===== src/rtl/hold_arb_pkg.sv =====
package hold_arb_pkg;

  typedef enum logic [1:0] {
    XFER_SINGLE = 2'd0,
    XFER_BURST  = 2'd1,
    XFER_LINE   = 2'd2
  } xferKind_e;

  typedef enum logic [1:0] {
    OWN_INT    = 2'd0,
    WAIT_GRANT = 2'd1,
    OWN_EXT    = 2'd2,
    HAND_BACK  = 2'd3
  } arbState_e;

  // strobes from control to datapath
  typedef struct packed {
    logic capturePri;  // latch the tenure priority
    logic extPhase;    // external master owns the bus
  } ctlStrobe_t;

  // status from datapath to control
  typedef struct packed {
    logic okNow;      // grant condition using the live priority
    logic okHeld;     // grant condition using the latched priority
    logic highNow;    // live priority ranks above internal
    logic highHeld;   // latched priority ranks above internal
  } dpStatus_t;

endpackage


===== src/rtl/hold_arb_datapath.sv =====
module hold_arb_datapath
  import hold_arb_pkg::*;
#(
  parameter int PRI_W = 2,
  parameter logic [PRI_W-1:0] INT_PRI = 2'b10
) (
  input  logic             clk,
  input  logic             rstN,
  input  logic [PRI_W-1:0] cfgPriLow,
  input  logic [PRI_W-1:0] cfgPriHigh,
  input  logic             holdPri,
  input  logic             holdReq,
  input  logic             extReq,
  input  logic             intPending,
  input  logic             intActive,
  input  ctlStrobe_t       strobe,
  output dpStatus_t        status,
  output logic             extAck
);

  logic [PRI_W-1:0] selPri;
  logic             highHeldQ;
  logic             intIdle;
  logic             intQuiet;
  logic             extAckQ;

  // pin-selected level, compared against the fixed internal level
  assign selPri   = holdPri ? cfgPriHigh : cfgPriLow;
  assign intIdle  = !intActive;
  assign intQuiet = !intActive && !intPending;

  always_ff @(posedge clk) begin
    if (!rstN) begin
      highHeldQ <= 1'b0;
    end else if (strobe.capturePri) begin
      highHeldQ <= (selPri > INT_PRI);
    end
  end

  always_ff @(posedge clk) begin
    if (!rstN) begin
      extAckQ <= 1'b0;
    end else begin
      extAckQ <= strobe.extPhase && holdReq && extReq;
    end
  end

  always_comb begin
    status.highNow  = (selPri > INT_PRI);
    status.highHeld = highHeldQ;
    status.okNow    = status.highNow ? intIdle : intQuiet;
    status.okHeld   = highHeldQ ? intIdle : intQuiet;
  end

  assign extAck = extAckQ;

endmodule


===== src/rtl/hold_arb_control.sv =====
module hold_arb_control
  import hold_arb_pkg::*;
(
  input  logic       clk,
  input  logic       rstN,
  input  logic       holdReq,
  input  logic       intPending,
  input  logic       intActive,
  input  xferKind_e  intKind,
  input  dpStatus_t  status,
  output ctlStrobe_t strobe,
  output logic       holdAck,
  output logic       busReq,
  output logic       burstTerm,
  output logic       intAllowed
);

  arbState_e stateQ;
  arbState_e stateNext;

  always_comb begin
    stateNext = stateQ;
    unique case (stateQ)
      OWN_INT: begin
        if (holdReq) begin
          stateNext = status.okNow ? OWN_EXT : WAIT_GRANT;
        end
      end
      WAIT_GRANT: begin
        if (!holdReq) begin
          stateNext = OWN_INT;
        end else if (status.okHeld) begin
          stateNext = OWN_EXT;
        end
      end
      OWN_EXT: begin
        if (!holdReq) begin
          stateNext = HAND_BACK;
        end
      end
      HAND_BACK: begin
        stateNext = OWN_INT;
      end
      default: stateNext = OWN_INT;
    endcase
  end

  always_ff @(posedge clk) begin
    if (!rstN) begin
      stateQ <= OWN_INT;
    end else begin
      stateQ <= stateNext;
    end
  end

  always_comb begin
    strobe.capturePri = (stateQ == OWN_INT) && holdReq;
    strobe.extPhase   = (stateQ == OWN_EXT);
  end

  assign holdAck    = (stateQ == OWN_EXT);
  assign busReq     = (stateQ == OWN_EXT) && !status.highHeld && intPending;
  assign burstTerm  = (stateQ == WAIT_GRANT) && status.highHeld &&
                      intActive && (intKind == XFER_BURST);
  assign intAllowed = (stateQ == OWN_INT) ||
                      ((stateQ == WAIT_GRANT) && !status.highHeld);

endmodule


===== src/rtl/ext_hold_arbiter.sv =====
module ext_hold_arbiter
  import hold_arb_pkg::*;
#(
  parameter int PRI_W = 2,
  parameter logic [PRI_W-1:0] INT_PRI = 2'b10
) (
  input  logic             clk,
  input  logic             rstN,
  input  logic [PRI_W-1:0] cfgPriLow,
  input  logic [PRI_W-1:0] cfgPriHigh,
  input  logic             intPending,
  input  logic             intActive,
  input  logic [1:0]       intKind,
  output logic             intAllowed,
  output logic             burstTerm,
  input  logic             holdReq,
  input  logic             holdPri,
  output logic             holdAck,
  output logic             busReq,
  input  logic             extReq,
  output logic             extAck
);

  ctlStrobe_t strobe;
  dpStatus_t  status;

  hold_arb_datapath #(.PRI_W(PRI_W), .INT_PRI(INT_PRI)) u_dp (
    .clk        (clk),
    .rstN       (rstN),
    .cfgPriLow  (cfgPriLow),
    .cfgPriHigh (cfgPriHigh),
    .holdPri    (holdPri),
    .holdReq    (holdReq),
    .extReq     (extReq),
    .intPending (intPending),
    .intActive  (intActive),
    .strobe     (strobe),
    .status     (status),
    .extAck     (extAck)
  );

  hold_arb_control u_ctl (
    .clk        (clk),
    .rstN       (rstN),
    .holdReq    (holdReq),
    .intPending (intPending),
    .intActive  (intActive),
    .intKind    (xferKind_e'(intKind)),
    .status     (status),
    .strobe     (strobe),
    .holdAck    (holdAck),
    .busReq     (busReq),
    .burstTerm  (burstTerm),
    .intAllowed (intAllowed)
  );

endmodule


===== config.mk =====
export PLATFORM = sky130hd
export DESIGN_NAME = ext_hold_arbiter
export DESIGN_NICKNAME = d
export VERILOG_FILES = /design/src/rtl/hold_arb_pkg.sv /design/src/rtl/hold_arb_datapath.sv /design/src/rtl/hold_arb_control.sv /design/src/rtl/ext_hold_arbiter.sv
export SDC_FILE = /design/constraint.sdc
export NUM_CORES = 1
export LEC_CHECK = 0
export BUFFER_PORTS_ARGS = -buffer_cell sky130_fd_sc_hd__buf_2
export CAP_MARGIN = 20
export CELL_PAD_IN_SITES_DETAIL_PLACEMENT = 0
export CELL_PAD_IN_SITES_GLOBAL_PLACEMENT = 2
export CORE_MARGIN = 2
export CORE_UTILIZATION = 18
export DETAILED_ROUTE_END_ITERATION = 10
export PLACE_DENSITY = 0.69
export SYNTH_ARGS = -nofsm -noshare
export SYNTH_HDL_FRONTEND = slang
export SYNTH_HIERARCHICAL = 1
export SYNTH_SLANG_ARGS = --single-unit

===== constraint.sdc =====
create_clock -name clk -period 1.32 [get_ports clk]
set_input_delay 0.132 -clock clk [delete_from_list [all_inputs] [get_ports clk]]
set_output_delay 0.132 -clock clk [all_outputs]
set_load 0.005 [all_outputs]

==> results_dict.tcl, run 1 <==
set metrics [dict create \
    hold_depth 2 \
    wl_um 630 \
    initial_core_util_pct 19.6 \
    clock_sinks 4 \
    setup-tns-final_ns 0 \
    io_buffers 17 \
    place_congestion 0.678 \
    final_cell_mix "buf_2, clkbuf_4, a21oi_1, nor3b_1, dfxtp_1" \
    whs_ns 0.154 \
    netlist_area_um2 258 \
    core-area_um2 1320 \
    synthToLayoutAreaGrowth_pct 44.7 \
    finalHoldViolations 0 \
    reg2reg_from "u_dp/highHeldQ" \
    final.min_clock_period_ns 1.22 \
    p_total_uw 369 \
    ir_drop_uv 364 \
    holdCritPathClass "in2reg" \
    via_per_inst 4.35 \
    syn_nets 42 \
    clock_latency_ns 0.23 \
    placed_area_um2 347 \
    yosys_warnings 6 \
    path_clk_slew_ns 0.04 \
    numCtsBuffers 3 \
    num_rows 13 \
    worstSetupPathType "reg2out" \
    vias 270 \
    fin_skew_ns 0.000583 \
    design_area_um2 373 \
    antenna_left 0 \
    rsz0062_at_grt "false" \
    post_cts_buffers 0 \
    cts_tree "yes" \
    reg2reg_slack_ns 0.21 \
    p_leak_uw 0.000175 \
    n_antenna_cell 0 \
    syn_inst 29 \
    antenna_found_initial 0 \
    finalCritPeriodShare_pct 92.3 \
    crit_path_max_fanout 7 \
    critPathCaptureType "primary output" \
    dieArea_um2 1750 \
    chipWidth_um 41.8 \
    setup_violations 0 \
    htreeDepth 1 \
    grt_overflow_total 0 \
    drive_gt1_share_pct 51.1 \
    drtPass1Iterations 3 \
    ctsHoldBuffers 0 \
    grt_usage_pct 8.21 \
    r2r_cells 4 \
    cp_data_required_time_ns 1.19 \
    holdPathEnd "u_ctl/stateQ[1]" \
    power.density_nw_per_um2 990 \
    syn_area_per_cell_um2 8.89 \
    fmax_mhz 821 \
    relSlewSlack_pct 82.2 \
    grt_start_max_net_pins 8 \
    crit_arrival_ns 1.09 \
    dp.cells 59 \
    clockBufferDepth 2 \
    pin_count 18 \
    layout_commonest_cell "buf_2" \
    critPathLaunchType "flop" \
    worstMarginPinSlew_ns 0.263 \
    hp-start "rstN" \
    max-cap-violations 0 \
    drc 0 \
    cts_root_buffer "clkbuf_4" \
    grt_pass1_vias 256 \
    slew_viol_final 0 \
    status "finished clean" \
    dr.first_iter.drc_count 10 \
    grt_pass1_wl_um 1040 \
    final_cell_count_no_fill 62 \
    r2r_end "u_ctl/stateQ[0]" \
    final_nets 62 \
    wl_per_cell_um 10.2 \
    die_y_um 41.8 \
]
==> area by class of cell <==
type | count | area, µm²
Inverter | 1 | 3.75
Tap cell | 15 | 18.8
Multi-Input combinational cell | 22 | 161
Sequential cell | 4 | 81.3
Timing Repair Buffer | 17 | 85.1
Clock buffer | 3 | 22.5
Fill cell | 141 | 945
==> routing by layer <==
layer / share of wire, % / GRT usage (%) / up-vias / wire length, µm
met2: 44 / 10.9 / 13 / 278
met3: 12 / 8.70 / 0 / 77
met5: 0 / 0 / - / 0
li1: - / - / 144 / -
met1: 43 / 8.81 / 113 / 274
met4: 0 / 1.94 / 0 / 0
==> through the flow <==
step / setup WS, ns / utilization (%)
finish: 0.102 / 28.3
global route: 0.0355 / 28.3
CTS: 0.0356 / 28.0
detailed placement: 0.226 / 26.3
global placement: 0.190 / 26.3
floorplan: 0.361 / -
==> worst max-delay path, stage by stage, from the launching register on <==
cell,delay [ns]
dfxtp_1,0.47
nor2b_2,0.09
and3b_1,0.18
buf_2,0.12
==> where the power goes <==
part	switching [µW]	internal, µW
sequential	14.0	131
combinational	30.6	41.5
clock	50.1	102
total	94.7	274
==> worst max path at each step <==
stage	from	endpoint	slack, ns	cells after the start
2_1_floorplan	u_ctl/stateQ[1]	u_ctl/stateQ[0]	0.36	3
3_3_place_gp	u_dp/highHeldQ	u_ctl/stateQ[0]	0.19	4
3_5_place_dp	u_dp/highHeldQ	u_ctl/stateQ[0]	0.23	4
4_1_cts	u_ctl/stateQ[1]	busReq	0.04	3
5_1_grt	u_ctl/stateQ[0]	busReq	0.04	3
6_report	u_ctl/stateQ[0]	busReq	0.10	3
==> registers in the layout (all words and copies together), names as in the netlist <==
register,flops
u_ctl/stateQ,2
u_dp/extAck,1
u_dp/highHeldQ,1
==> repair_timing <==
action,CTS,global route
endpoints found under the hold margin,0,0
resized for setup,0,2
setup endpoints to repair,0,1
(Power assumes the default switching activity.)
==> inputs of run 2 (changes only) <==
Settings changed: CAP_MARGIN 20 to unset, CORE_UTILIZATION 18 to 17, PLACE_DENSITY 0.69 to 0.68.
Clock period 1.32 ns to 1.08 ns, I/O delays scaled along.
==> run 2 against run 1 <==
  * The flow now finishes with violations (negative setup slack)
  * Flip-flop and latch count unchanged
  * Sequential share of layout area fell by 1.6 points
  * Clock skew grew 0.0024 ns
  * Clock-buffer cell count unchanged
  * Routed wire length increased by 7.6%
  * Power up 34%
  * Non-clock buffer count increased by 4
  * First-iteration DRC count is 90% lower
  * Global-route usage grew 0.40 points
  * Die area rose by 5.3%
  * Utilization grew 1.1 points
==> results_dict.tcl, run 2 (synthesis gave the netlist of run 1 again) <==
set metrics [dict create \
    power.density_nw_per_um2 1150 \
    final_nets 66 \
    grt_usage_pct 8.61 \
    max-cap-violations 0 \
    final.min_clock_period_ns 1.10 \
    setup_ws_ns -0.0204 \
    cts_root_buffer "clkbuf_4" \
    worstMarginPinSlew_ns 0.255 \
    vias 307 \
    initial_core_util_pct 17.7 \
    finalHoldViolations 0 \
    grt_start_max_net_pins 8 \
    clock_latency_ns 0.24 \
    wl_per_cell_um 10.1 \
    via_per_inst 4.58 \
    worstSetupPathType "reg2out" \
    nFillCells 165 \
    grt_overflow_total 0 \
    status "finished with violations" \
    slew_viol_final 0 \
    grt_pass1_wl_um 1100 \
    drive_gt1_share_pct 58.8 \
    dieArea_um2 1840 \
    largest_reg_flops 2 \
    numCtsBuffers 3 \
    core-area_um2 1450 \
    reg2reg_slack_ns 0.09 \
    critPathLaunchType "flop" \
    holdPathEnd "u_ctl/stateQ[0]" \
    layout_commonest_cell "buf_2" \
    cp_data_required_time_ns 0.97 \
    antenna_left 0 \
    critPathCaptureType "primary output" \
    wl_um 678 \
    r2r_cells 4 \
    die_y_um 42.9 \
    holdCritPathClass "in2reg" \
    critPathTopFamily "flip-flops" \
    path_clk_slew_ns 0.04 \
    reg2reg_from "u_dp/highHeldQ" \
    crit_path_max_fanout 5 \
    cpPeakStageDelay_ns 0.35 \
    clockBufferDepth 2 \
    setup-tns-final_ns -0.0204 \
    finalCritPeriodShare_pct 102 \
    hp-start "rstN" \
    r2r_end "u_ctl/stateQ[0]" \
    ctsHoldBuffers 0 \
    cp_cell_sequence "nor2b_4 -> and3b_1 -> buf_2" \
    setup_violations 1 \
    num_rows 14 \
    cts_tree "yes" \
    dpl.hpwl_um 528 \
    whs_ns 0.126 \
    cp_num_buf_inv 1 \
    htreeDepth 1 \
    synthToLayoutAreaGrowth_pct 66.0 \
    drtPass1Iterations 2 \
    multi_input_area_um2 166 \
    fin_skew_ns 0.00296 \
    startpoint "u_ctl/stateQ[1]" \
    hold_depth 2 \
    dp.cells 63 \
    io_buffers 17 \
    drc 0 \
    final_cell_count_no_fill 67 \
    ir_drop_uv 432 \
    chipWidth_um 42.9 \
    crit_arrival_ns 0.99 \
    grt_pass1_vias 283 \
    fmax_mhz 909 \
    regMostFlops "u_ctl/stateQ" \
    final_cell_mix "buf_2, clkbuf_4, buf_6, a21oi_1, nor3b_1" \
    clock_sinks 4 \
    rsz0062_at_grt "true" \
    pin_count 18 \
    p_leak_uw 0.000201 \
    place_congestion 0.718 \
    area.sequential_um2 86.3 \
    antenna_found_initial 0 \
    dr.first_iter.drc_count 1 \
    p_total_uw 494 \
    failed_checks "negative setup slack" \
    relSlewSlack_pct 82.8 \
    slowest_stage "dfxtp_2" \
    n_antenna_cell 0 \
]
## run 2: changes by cell type in the layout (fill, tap and decap cells not counted)
cell | previous run | this run
dfxtp_1 | 3 | 1
nor2b_2 | 1 | 0
buf_4 | 0 | 2
buf_2 | 17 | 16
nor2b_4 | 0 | 1
buf_6 | 0 | 3
dfxtp_4 | 0 | 1
dfxtp_2 | 1 | 2
## run 2: power breakdown
group | switching (µW) | internal, µW | total (µW)
logic | 47.2 | 74.0 | 121
registers | 14.2 | 161 | 175
clock network | 71.9 | 125 | 197
## run 2: timing repair
item                                    CTS  global route
pin swaps                                 1             2
gates resized for setup                   4             5
endpoints found under the setup margin    3             4
buffers inserted                          0             1
## run 2: how the worst max path moves through the flow
stage | to | slack [ns] | cells past startpoint
after global placement | u_dp/highHeldQ | 0.04 | 3
after floorplan | u_ctl/stateQ[0] | 0.12 | 3
final | busReq | -0.02 | 3
after global routing | burstTerm | -0.09 | 4
after CTS | busReq | -0.02 | 3
after detailed placement | u_ctl/stateQ[0] | 0.03 | 5
## run 2: layout make-up
class,instances,share of cell area (%)
repair buffers,21,30.1
inverters,1,0.877
clock buffers,3,5.26
well taps,16,4.68
multi-input cells,22,38.9
flip-flops and latches,4,20.2
## run 2: layer usage
metal | track usage (%) | vias up | share of wire [%]
met3 | 8.51 | 3 | 12
met5 | 0 | - | 0
met1 | 7.95 | 138 | 42
li1 | - | 153 | -
met4 | 3.64 | 0 | 1.6
met2 | 12.7 | 13 | 44
## run 2: per-stage QoR
stage               util [%]  area, µm²  setup WS (ns)
floorplan                  -        258          0.121
global placement        25.5        370         0.0444
detailed placement      25.5        370         0.0320
CTS                     27.7        403        -0.0226
global route            29.4        428        -0.0947
finish                  29.4        428        -0.0204
